`config.mk`:
```
export PLATFORM = sky130hd
export DESIGN_NAME = reg_bus_xcvr
export DESIGN_NICKNAME = d
export VERILOG_FILES = /design/src/rtl/rbx_pkg.sv /design/src/rtl/rbx_store_reg.sv /design/src/rtl/rbx_bus_side.sv /design/src/rtl/rbx_path_mux.sv /design/src/rtl/reg_bus_xcvr.sv
export SDC_FILE = /design/constraint.sdc
export NUM_CORES = 1
export LEC_CHECK = 0
export CELL_PAD_IN_SITES_DETAIL_PLACEMENT = 0
export CELL_PAD_IN_SITES_GLOBAL_PLACEMENT = 1
export CORE_AREA = 10 10 86 106
export DETAILED_ROUTE_END_ITERATION = 6
export DIE_AREA = 0 0 96 116
export DONT_BUFFER_PORTS = 1
export GPL_ROUTABILITY_DRIVEN = 0
export MAX_ROUTING_LAYER = met4
export PLACE_DENSITY_LB_ADDON = 0.1
export SLEW_MARGIN = 30
export SYNTH_ARGS = -nofsm -noshare
export SYNTH_HDL_FRONTEND = slang
export SYNTH_SLANG_ARGS = --single-unit
```
`constraint.sdc`:
```
create_clock -name clk -period 2.78 [get_ports clk]
set_clock_uncertainty 0.15 [all_clocks]
set_input_delay 0.695 -clock clk [delete_from_list [all_inputs] [get_ports clk]]
set_output_delay 0.695 -clock clk [all_outputs]
set_load 0.05 [all_outputs]
```
`src/rtl/rbx_pkg.sv`:
```
// Shared types for the registered bus transceiver.
// Assumes: nothing beyond the standard language.
package rbx_pkg;
    // Data-path polarity chosen at build time.
    typedef enum logic {
        PATH_PASS   = 1'b0,
        PATH_INVERT = 1'b1
    } path_e;
endpackage

```
`src/rtl/rbx_store_reg.sv`:
```
// One direction's storage register with rising-strobe capture.
// Assumes: the strobe is synchronous to clk; a rise is a clock
// where the strobe is 1 and was 0 on the previous clock. Capture
// depends on nothing else.
module rbx_store_reg #(
    parameter int unsigned WIDTH = 8
) (
    input  logic             clk,
    input  logic             rst_n,
    input  logic             stb,
    input  logic [WIDTH-1:0] d,
    output logic             cap,
    output logic [WIDTH-1:0] q
);
    logic stb_q;

    assign cap = stb & ~stb_q;

    // Remember the strobe level; reset treats it as already high.
    always_ff @(posedge clk) begin
        if (!rst_n) stb_q <= 1'b1;
        else        stb_q <= stb;
    end

    // Load the register on a detected strobe rise.
    always_ff @(posedge clk) begin
        if (!rst_n)   q <= '0;
        else if (cap) q <= d;
    end


    cap_load_chk: assert property (@(posedge clk) disable iff (!rst_n)
        cap |=> (q == $past(d)));


    no_rise_keep_chk: assert property (@(posedge clk) disable iff (!rst_n)
        !cap |=> $stable(q));
endmodule

```
`src/rtl/rbx_bus_side.sv`:
```
// Resolves one bus side from its external driver, the block's drive
// and a hold register that keeps the last resolved value.
// Assumes: an external driver wins over the block's drive. The
// live source passed to the opposite direction never uses this
// side's own block drive, so no combinational loop forms.
module rbx_bus_side #(
    parameter int unsigned WIDTH = 8
) (
    input  logic             clk,
    input  logic             rst_n,
    input  logic             ext_en,
    input  logic [WIDTH-1:0] ext_val,
    input  logic             drv_en,
    input  logic [WIDTH-1:0] drv_val,
    output logic [WIDTH-1:0] bus,
    output logic [WIDTH-1:0] src
);
    logic [WIDTH-1:0] hold_q;

    // Live value offered to the opposite direction.
    always_comb begin
        src = ext_en ? ext_val : hold_q;
    end

    // Visible value of this side with drive priority applied.
    always_comb begin
        if (ext_en)      bus = ext_val;
        else if (drv_en) bus = drv_val;
        else             bus = hold_q;
    end

    // Bus-hold register tracking the last visible value.
    always_ff @(posedge clk) begin
        if (!rst_n) hold_q <= '0;
        else        hold_q <= bus;
    end


    idle_hold_chk: assert property (@(posedge clk) disable iff (!rst_n)
        ($past(rst_n) && !ext_en && !drv_en) |-> (bus == $past(bus)));
endmodule

```
`src/rtl/rbx_path_mux.sv`:
```
// Chooses live or stored data for one direction and applies the
// build-time polarity.
// Assumes: sel=0 picks live, sel=1 picks stored.
module rbx_path_mux
    import rbx_pkg::*;
#(
    parameter int unsigned WIDTH    = 8,
    parameter path_e       POLARITY = PATH_PASS
) (
    input  logic             sel,
    input  logic [WIDTH-1:0] live,
    input  logic [WIDTH-1:0] stored,
    output logic [WIDTH-1:0] out
);
    logic [WIDTH-1:0] pick;

    // Source selection between live and stored data.
    always_comb begin
        pick = sel ? stored : live;
    end

    // Polarity stage picked by the build parameter.
    generate
        if (POLARITY == PATH_INVERT) begin : g_inv
            assign out = ~pick;
        end else begin : g_pass
            assign out = pick;
        end
    endgenerate
endmodule

```
`src/rtl/reg_bus_xcvr.sv`:
```
// Registered multiplexed bus transceiver between buses A and B.
// Assumes: both sides are modelled as split ports. en_ab is active
// high and en_ba_n is active low. Both registers capture on their
// strobe rises regardless of selects and enables.
module reg_bus_xcvr
    import rbx_pkg::*;
#(
    parameter int unsigned WIDTH    = 8,
    parameter path_e       POLARITY = PATH_PASS
) (
    input  logic             clk,
    input  logic             rst_n,
    input  logic             en_ab,
    input  logic             en_ba_n,
    input  logic             sel_ab,
    input  logic             sel_ba,
    input  logic             stb_ab,
    input  logic             stb_ba,
    input  logic             a_ext_en,
    input  logic [WIDTH-1:0] a_ext,
    input  logic             b_ext_en,
    input  logic [WIDTH-1:0] b_ext,
    output logic             a_drv_en,
    output logic [WIDTH-1:0] a_drv,
    output logic             b_drv_en,
    output logic [WIDTH-1:0] b_drv,
    output logic [WIDTH-1:0] a_bus,
    output logic [WIDTH-1:0] b_bus
);
    localparam logic [WIDTH-1:0] FLIP = (POLARITY == PATH_INVERT) ? '1 : '0;

    logic [WIDTH-1:0] a_src, b_src;
    logic [WIDTH-1:0] reg_a, reg_b;
    logic             cap_a, cap_b;

    // Drive enables with their opposite polarities.
    always_comb begin
        b_drv_en = en_ab;
        a_drv_en = ~en_ba_n;
    end

    rbx_bus_side #(.WIDTH(WIDTH)) u_side_a (
        .clk(clk), .rst_n(rst_n),
        .ext_en(a_ext_en), .ext_val(a_ext),
        .drv_en(a_drv_en), .drv_val(a_drv),
        .bus(a_bus), .src(a_src)
    );

    rbx_bus_side #(.WIDTH(WIDTH)) u_side_b (
        .clk(clk), .rst_n(rst_n),
        .ext_en(b_ext_en), .ext_val(b_ext),
        .drv_en(b_drv_en), .drv_val(b_drv),
        .bus(b_bus), .src(b_src)
    );

    rbx_store_reg #(.WIDTH(WIDTH)) u_reg_a (
        .clk(clk), .rst_n(rst_n), .stb(stb_ab),
        .d(a_bus), .cap(cap_a), .q(reg_a)
    );

    rbx_store_reg #(.WIDTH(WIDTH)) u_reg_b (
        .clk(clk), .rst_n(rst_n), .stb(stb_ba),
        .d(b_bus), .cap(cap_b), .q(reg_b)
    );

    rbx_path_mux #(.WIDTH(WIDTH), .POLARITY(POLARITY)) u_mux_ab (
        .sel(sel_ab), .live(a_src), .stored(reg_a), .out(b_drv)
    );

    rbx_path_mux #(.WIDTH(WIDTH), .POLARITY(POLARITY)) u_mux_ba (
        .sel(sel_ba), .live(b_src), .stored(reg_b), .out(a_drv)
    );


    dual_store_chk: assert property (@(posedge clk) disable iff (!rst_n)
        (cap_a && cap_b && en_ab && en_ba_n && !sel_ab && !b_ext_en)
        |=> (reg_b == (reg_a ^ FLIP)));


    reset_clear_chk: assert property (@(posedge clk)
        !rst_n |=> (reg_a == '0 && reg_b == '0));
endmodule

```
==> run_results.csv, run 1 <==
group,metric,value,unit
finish,syn_to_final_growth,25.29,%
critical_path,r2r-start,"u_reg_a.q[4]",
finish,final_cell_mix,"dfxtp_1, nand2_1, mux2i_1",
finish,final-instance-count-excl-fill,349,
clocking,cts.sinks,34,
critical_path,worst_setup_path_end_kind,"output pin",
sta,rsz0062_at_grt,"no",
logic_synthesis,synth_cell_type_count,19,
clocking,cts_tree,"yes",
sta,setup_viol,0,
detailed_routing,wl_met1,2795,microns
power_and_ir_drop,p_leak,1.149,nW
detailed_routing,met2_length,2917,microns
flow_run,cap_violations,0,
detailed_routing,routed_wl,6170,microns
global_route,grt_pass1_wl,9887,microns
sta,fin_crit,2.657,ns
clocking,clk_pin_slew,0.07,ns
detailed_routing,dr_wl_met3,422,microns
critical_path,rrSetupSlack,1.44,ns
sta,min_period_over_period,0.9558,
finish,antenna_cells,0,
floorplanning,coreArea,0.006977,sq mm
logic_synthesis,postSynthAreaPerCell,8.748,sq um
critical_path,worstSetupPathType,"in2out",
floorplanning,io_pins,60,
detailed_routing,highest_layer,"met4",
critical_path,cp_max_fo,17,
run_status,status,"finished clean",
sta,slew_violations,0,
logic_synthesis,synth_area,0.002073,sq mm
worst_hold_path,hold_end,"u_reg_b.stb_q",
global_route,grt-ovfl-total,0,
logic_synthesis,ys_seq_elements,34,
placement,place_inst,341,
clocking,clockBufferDepth,2,
sta,hold_slack,0.3417,ns
placement,hpwl,4412,microns
global_route,grt_max_degree,35,
global_route,antenna_found_initial,0,
critical_path,cp_cell_sequence,"nor2_1 > a2111o_1 > nand2_1 > buf_12",
finish,multi_input_area,0.001175,sq mm
finish,final_nets,284,
critical_path,critPathArrivalTime,1.81,ns
critical_path,crit_slowest_cell,"nor2_1",
critical_path,r2r_cells,3,
worst_hold_path,worstHoldStart,"rst_n",
floorplanning,die_h,116,microns
clocking,root_buffer,"clkbuf_8",
critical_path,r2r_end,"u_reg_b.q[4]",
detailed_routing,drc,0,
sta,maxSlewHeadroom,0.5373,
finish,fillerInstances,748,
detailed_routing,vias_per_cell,4.954,
sta,tightest_slew,0.6915,ns
detailed_routing,firstDrtPassIters,4,
floorplanning,fp-row-count,34,
sta,max_freq,376.4,MHz
finish,finish.instance_area,0.002597,sq mm
finish,layout.cells.most_common,"dfxtp_1",
floorplanning,start_util,0.2972,
worst_hold_path,holdCritPathClass,"in2reg",
logic_synthesis,yosysWarnings,0,
power_and_ir_drop,total_power,1.421,mW
clocking,insertion_delay,0.28,ns
power_and_ir_drop,ir_worst_vdd,327.8,uV
clocking,cts_buffers,5,
finish,utilization,0.3723,
floorplanning,die_area,0.01114,sq mm
finish,seqCellArea,680.7,sq um
clocking,htree_levels,2,
detailed_routing,drt-wirelength-per-cell,17.68,microns
placement,postPlaceCellArea,0.002485,sq mm
finish,post_route_cells_drive_above_1_share,0.1699,
critical_path,critPathRequiredTime,1.93,ns
logic_synthesis,syn_nets,263,
critical_path,cp_slowest_stage_delay,0.53,ns
global_route,grt_pass1_vias,1759,
detailed_routing,drt_iter0_drc,79,
critical_path,timing.critical_path.from,"sel_ba",
floorplanning,die_w,96,microns
placement,portBuffers,0,
power_and_ir_drop,p_per_area,547.1,mW/mm^2
logic_synthesis,syn_inst,237,
worst_hold_path,hold_path_depth,1,
logic_synthesis,synth-seq-area-share,0.3283,
detailed_routing,postRouteAntennaNets,0,
critical_path,startpoint_type,"primary input",
detailed_routing,num_vias,1729,
sta,hold_violations,0,
global_route,track_usage,0.1178,
-- how the worst max path moves through the flow --
stage	endpoint	slack [ns]	depth (start not counted)
detailed placement	b_bus[7]	-0.05	4
CTS	a_bus[3]	0.12	4
global route	a_bus[3]	0.05	4
finish	a_bus[3]	0.12	4
floorplan	a_bus[0]	0.05	5
global placement	b_bus[7]	-0.07	4
-- cell usage after synthesis (all sizes together) --
master | count | area share
dfxtp | 34 | 0.33
mux2i | 32 | 0.15
nand2 | 32 | 0.058
inv | 17 | 0.031
a2111o | 16 | 0.087
a21boi | 16 | 0.058
a31oi | 16 | 0.051
o21ai | 16 | 0.039
buf | 14 | 0.065
nor2b | 11 | 0.033
nor2 | 9 | 0.016
and3b | 8 | 0.034
nor3b | 8 | 0.029
clkbuf | 6 | 0.011
nand2b | 2 | 0.0060
-- worst max-delay path, delay by kind of cell --
| family | cells | cell delay, ns |
|---|---|---|
| AND/OR/NAND/NOR | 2 | 0.65 |
| AO/OA/AOI/OAI | 1 | 0.29 |
| buffers and inverters | 1 | 0.17 |
-- repair_timing --
action | 4_1_cts | 5_1_grt
setup buffers | 0 | 0
gates resized for setup | 1 | 0
hold buffers | 0 | 0
setup endpoints to repair | 8 | 0
-- metrics by stage --
step	TNS (ns)	setup slack (ns)
floorplan	0	0.05384
global placement	-0.3187	-0.06948
detailed placement	-0.2626	-0.05187
CTS	0	0.1167
global route	0	0.04716
finish	0	0.1230
-- flip-flops by register name (all words and copies together) (netlist names) --
name,count
u_reg_b.q,8
u_reg_a.stb_q,1
u_reg_b.stb_q,1
u_side_b.hold_q,8
u_side_a.hold_q,8
u_reg_a.q,8
-- area by class of cell --
class / instances / share of cell area
Timing Repair Buffer: 34 / 0.1753
Tap cell: 90 / 0.04335
Inverter: 17 / 0.02457
Sequential cell: 34 / 0.2620
Multi-Input combinational cell: 166 / 0.4523
Clock buffer: 8 / 0.04239
-- metal layers --
layer  track usage  vias up
met5             -        -
met4       0.02956        0
met3       0.03689        2
met2        0.1829       38
met1        0.1439      800
li1              -      889
-- kinds of logic after synthesis --
family,synth area share
compound gates,0.2348
buf+inv,0.1062
simple gates,0.1762
flops,0.3283
mux,0.1545
-- power breakdown --
group          internal [mW]  switching (mW)  leakage [nW]  total [mW]
Combinational          0.187           0.265         0.811       0.452
Sequential             0.517          0.0172         0.280       0.535
Clock                  0.250           0.184        0.0575       0.434
(Power assumes the default switching activity.)
==> inputs of run 2 (changes only) <==
--- a/config.mk
+++ b/config.mk
@@ -7,9 +7,10 @@
 export LEC_CHECK = 0
 export CELL_PAD_IN_SITES_DETAIL_PLACEMENT = 0
 export CELL_PAD_IN_SITES_GLOBAL_PLACEMENT = 1
-export CORE_AREA = 10 10 86 106
+export CORE_AREA = 2 2 78 98
+export CTS_BUF_LIST = sky130_fd_sc_hd__clkbuf_4 sky130_fd_sc_hd__clkbuf_8
 export DETAILED_ROUTE_END_ITERATION = 6
-export DIE_AREA = 0 0 96 116
+export DIE_AREA = 0 0 80 100
 export DONT_BUFFER_PORTS = 1
 export GPL_ROUTABILITY_DRIVEN = 0
 export MAX_ROUTING_LAYER = met4
==> run_results.csv, run 2 (synthesis gave the netlist of run 1 again) <==
group,metric,value,unit
floorplanning,io_pins,60,
floorplanning,start_util,0.2887,
global_route,grt_pass1_vias,1638,
finish,layout.cells.most_common,"dfxtp_1",
power_and_ir_drop,p_per_area,552.3,mW/mm^2
power_and_ir_drop,power.switching,0.4606,mW
power_and_ir_drop,seqPwrFrac,0.406,
power_and_ir_drop,pwr-share-comb,0.295,
power_and_ir_drop,swShare,0.3483,
critical_path,critPathArrivalTime,1.75,ns
detailed_routing,routed_wl,5658,microns
clocking,insertion_delay,0.29,ns
global_route,track_usage,0.1492,
sta,slew_violations,0,
detailed_routing,firstDrtPassIters,4,
floorplanning,die_area,0.008000,sq mm
flow_run,cap_violations,0,
power_and_ir_drop,p_leak,1.079,nW
global_route,antenna_found_initial,0,
clocking,hold_buffers,0,
clocking,cts_resized,0,
sta,fin_ws,0.1888,ns
sta,hold_slack,0.3339,ns
detailed_routing,drc,0,
clocking,cts_buffers,5,
clocking,clockBufferDepth,2,
floorplanning,fp-row-count,35,
global_route,grt_max_degree,35,
finish,antenna_cells,0,
sta,rsz0062_at_grt,"no",
sta,maxSlewHeadroom,0.5905,
power_and_ir_drop,cell_internal_pwr,0.8620,mW
global_route,grt-ovfl-total,0,
critical_path,cp_max_fo,18,
sta,fin_setup_tns,0,ns
critical_path,startpoint_type,"primary input",
run_status,status,"finished clean",
floorplanning,die_h,100,microns
clocking,cts_tree,"yes",
clocking,htree_levels,2,
power_and_ir_drop,ir_worst_vdd,193.3,uV
critical_path,worst_setup_path_end_kind,"output pin",
finish,final-instance-count-excl-fill,351,
critical_path,critPathRequiredTime,1.93,ns
critical_path,worstSetupPathType,"in2out",
clocking,root_buffer,"clkbuf_8",
placement,pre_cts_ws,0.1845,ns
finish,final_nets,284,
detailed_routing,drt_iter0_drc,96,
sta,hold_violations,0,
finish,syn_to_final_growth,15.51,%
sta,min_period_over_period,0.9321,
floorplanning,coreArea,0.007182,sq mm
finish,final_cell_mix,"dfxtp_1, buf_4, nand2_1, mux2i_1, inv_1",
detailed_routing,num_vias,1719,
clocking,clk_pin_slew,0.07,ns
worst_hold_path,holdCritPathClass,"in2reg",
detailed_routing,drt-wirelength-per-cell,16.12,microns
clocking,cts.sinks,34,
placement,place_inst,343,
detailed_routing,postRouteAntennaNets,0,
floorplanning,die_w,80,microns
sta,setup_viol,0,
placement,portBuffers,0,
global_route,grt_pass1_wl,8880,microns
finish,post_route_cells_drive_above_1_share,0.1660,
sta,tightest_slew,0.6130,ns
detailed_routing,vias_per_cell,4.897,
clocking,cts_setup_buffers,0,
placement,hpwl,4151,microns
sta,fin_crit,2.591,ns
sta,max_freq,385.9,MHz
power_and_ir_drop,power.share.clock,0.300,
==> run 2: cell count changes in the layout (fill, tap and decap cells not counted), sizes merged <==
cell | before | now
clkbuf | 8 | 7
clkinv | 0 | 1
==> run 2: path summary, 6_finish.rpt <==
path / to / slack [ns] / depth (start not counted) / start
max reg2reg: u_reg_b.q[4] / 1.39 / 3 / u_reg_a.q[4]
max: b_bus[7] / 0.19 / 4 / en_ab
min: u_reg_a.stb_q / 0.33 / 1 / rst_n
min reg2reg: u_reg_a.q[6] / 0.41 / 2 / u_reg_a.q[6]
==> run 2: stage by stage <==
step	area (sq um)	utilization	total power, mW
2_1_floorplan	2073	-	0.8728
3_3_place_gp	2300	0.3202	0.9400
3_5_place_dp	2300	0.3202	0.9382
4_1_cts	2395	0.3334	1.340
5_1_grt	2395	0.3334	1.387
6_report	2395	0.3334	1.323
==> run 2: power by group through the flow <==
stage | sequential [mW] | clock [mW] | combinational (mW)
CTS | 0.536 | 0.412 | 0.393
floorplan | 0.540 | 0 | 0.332
detailed placement | 0.547 | 0 | 0.391
finish | 0.536 | 0.397 | 0.390
global route | 0.539 | 0.431 | 0.417
global placement | 0.547 | 0 | 0.393
==> run 2: worst max-delay path, stage by stage <==
cell and delay, ns:
nor2b_1 0.50, a2111o_1 0.29, nand2_1 0.10, buf_12 0.16
==> run 2: layout make-up <==
type	count	area [sq um]
clock buffers	7	90.09
clock inverters	1	5.005
fillers	793	4787
inverters	17	63.81
multi-input cells	166	1172
flip-flops and latches	34	680.7
well taps	92	115.1
repair buffers	34	267.8
==> run 2: layer usage <==
metal / up-vias / part of all wire / track usage
li1: 886 / - / -
met1: 783 / 0.52 / 0.2237
met2: 44 / 0.42 / 0.1962
met3: 6 / 0.052 / 0.02788
met4: 0 / 0.0097 / 0.05476
met5: - / 0 / -
==> inputs of run 3 (changes only) <==
--- a/config.mk
+++ b/config.mk
@@ -15,6 +15,7 @@
 export GPL_ROUTABILITY_DRIVEN = 0
 export MAX_ROUTING_LAYER = met4
 export PLACE_DENSITY_LB_ADDON = 0.1
+export RECOVER_POWER = 50
 export SLEW_MARGIN = 30
 export SYNTH_ARGS = -nofsm -noshare
 export SYNTH_HDL_FRONTEND = slang
==> run_results.csv, run 3 (synthesis gave the netlist of run 1 again) <==
group,metric,value,unit
run_status,status,"finished clean",
critical_path,critPathBufInv,1,
finish,final_cell_mix,"dfxtp_1, buf_4, nand2_1, mux2i_1, inv_1",
detailed_routing,dr_wl_met3,267,microns
clocking,cts_buffers,5,
detailed_routing,num_vias,1714,
floorplanning,io_pins,60,
worst_hold_path,hold_path_depth,1,
clocking,cts_tree,"yes",
detailed_routing,firstDrtPassIters,4,
critical_path,critPathArrivalTime,1.73,ns
clocking,htree_levels,2,
sta,setup_viol,0,
detailed_routing,wl_met1,2995,microns
sta,rsz0062_at_grt,"no",
critical_path,worst_setup_path_end_kind,"output pin",
global_route,grt_pass1_vias,1638,
clocking,cts_setup_buffers,0,
floorplanning,fp-row-count,35,
power_and_ir_drop,p_per_area,551.2,mW/mm^2
critical_path,r2r_cells,3,
sta,max_freq,388.8,MHz
critical_path,r2r_end,"u_reg_b.q[4]",
clocking,cts_resized,0,
critical_path,critPathRequiredTime,1.93,ns
finish,layout.cells.most_common,"dfxtp_1",
global_route,grt_max_degree,35,
global_route,grt-ovfl-total,0,
floorplanning,die_area,0.008000,sq mm
clocking,insertion_delay,0.29,ns
worst_hold_path,holdCritPathClass,"in2reg",
global_route,antenna_found_initial,0,
power_and_ir_drop,ir_worst_vdd,193.5,uV
floorplanning,die_h,100,microns
finish,final_nets,284,
floorplanning,start_util,0.2887,
detailed_routing,drt_iter0_drc,79,
detailed_routing,routed_wl,5651,microns
detailed_routing,vias_per_cell,4.883,
power_and_ir_drop,p_leak,1.070,nW
detailed_routing,drc,0,
finish,syn_to_final_growth,15.51,%
sta,fin_crit,2.572,ns
detailed_routing,met2_length,2335,microns
critical_path,r2r-start,"u_reg_a.q[4]",
critical_path,cp_slowest_stage_delay,0.49,ns
critical_path,worstSetupPathType,"in2out",
finish,seqCellArea,680.7,sq um
floorplanning,coreArea,0.007182,sq mm
finish,multi_input_area,0.001172,sq mm
clocking,clk_pin_slew,0.08,ns
placement,postPlaceCellArea,0.002300,sq mm
clocking,hold_buffers,0,
critical_path,cp_max_fo,18,
detailed_routing,drt-wirelength-per-cell,16.10,microns
sta,tightest_slew,0.5973,ns
critical_path,rrSetupSlack,1.39,ns
placement,portBuffers,0,
finish,antenna_cells,0,
critical_path,critical-path-top-delay-family,"simple AND/OR/NAND/NOR gates",
sta,min_period_over_period,0.9251,
critical_path,crit_slowest_cell,"nor2b_1",
flow_run,cap_violations,0,
finish,post_route_cells_drive_above_1_share,0.1660,
placement,hpwl,4151,microns
clocking,root_buffer,"clkbuf_8",
sta,maxSlewHeadroom,0.6010,
detailed_routing,postRouteAntennaNets,0,
sta,slew_violations,0,
clocking,clockBufferDepth,2,
finish,finish.instance_area,0.002395,sq mm
finish,fillerInstances,793,
sta,hold_violations,0,
floorplanning,die_w,80,microns
worst_hold_path,hold_end,"u_reg_b.stb_q",
critical_path,cp_cell_sequence,"nor2b_1 > a2111o_1 > nand2_1 > buf_12",
global_route,grt_pass1_wl,8880,microns
sta,fin_setup_tns,0,ns
critical_path,startpoint_type,"primary input",
global_route,track_usage,0.1492,
detailed_routing,highest_layer,"met4",
worst_hold_path,worstHoldStart,"rst_n",
power_and_ir_drop,total_power,1.320,mW
clocking,cts.sinks,34,
run 3: cell counts in the layout (fill, tap and decap cells not counted):
Identical to the previous run, type by type.
run 3: metal layers:
layer	GRT usage	vias to the layer above
li1	-	888
met1	0.2237	776
met2	0.1962	44
met3	0.02788	6
met4	0.05476	0
met5	-	-
run 3: where the power goes:
group | switching (mW) | internal [mW] | leakage, nW
sequential | 0.0189 | 0.517 | 0.280
clock | 0.187 | 0.210 | 0.0517
combinational | 0.253 | 0.133 | 0.738
total | 0.460 | 0.860 | 1.07
run 3: worst max path at each step:
| stage | slack (ns) | from | endpoint | cells past startpoint |
|---|---|---|---|---|
| floorplan | 0.05 | sel_ba | a_bus[0] | 5 |
| global placement | 0.13 | en_ab | b_bus[7] | 4 |
| detailed placement | 0.18 | en_ab | b_bus[7] | 4 |
| CTS | 0.17 | en_ab | b_bus[7] | 4 |
| global route | 0.09 | en_ab | b_bus[4] | 4 |
| finish | 0.21 | en_ab | b_bus[7] | 4 |
run 3: worst register-to-register path, cell delays in order (launching register included):
cell and delay (ns):
dfxtp_1 0.37, and3b_1 0.19, a2111o_1 0.42, a31oi_1 0.19
run 3: final cells by class:
type / instances / area share
multi-input cells: 166 / 0.4895
flip-flops and latches: 34 / 0.2842
repair buffers: 34 / 0.1118
well taps: 92 / 0.04807
clock buffers: 7 / 0.03762
inverters: 17 / 0.02665
clock inverters: 1 / 0.002090
run 3: per-stage QoR:
stage	instances	worst slack, ns	hold WS [ns]	util
after detailed placement	343	0.1845	0.4005	0.3202
final	351	0.2082	0.3293	0.3334
after global routing	351	0.09433	0.3136	0.3334
after CTS	351	0.1749	0.3206	0.3334
after floorplan	237	0.05384	0.3709	-
after global placement	343	0.1259	0.4029	0.3202
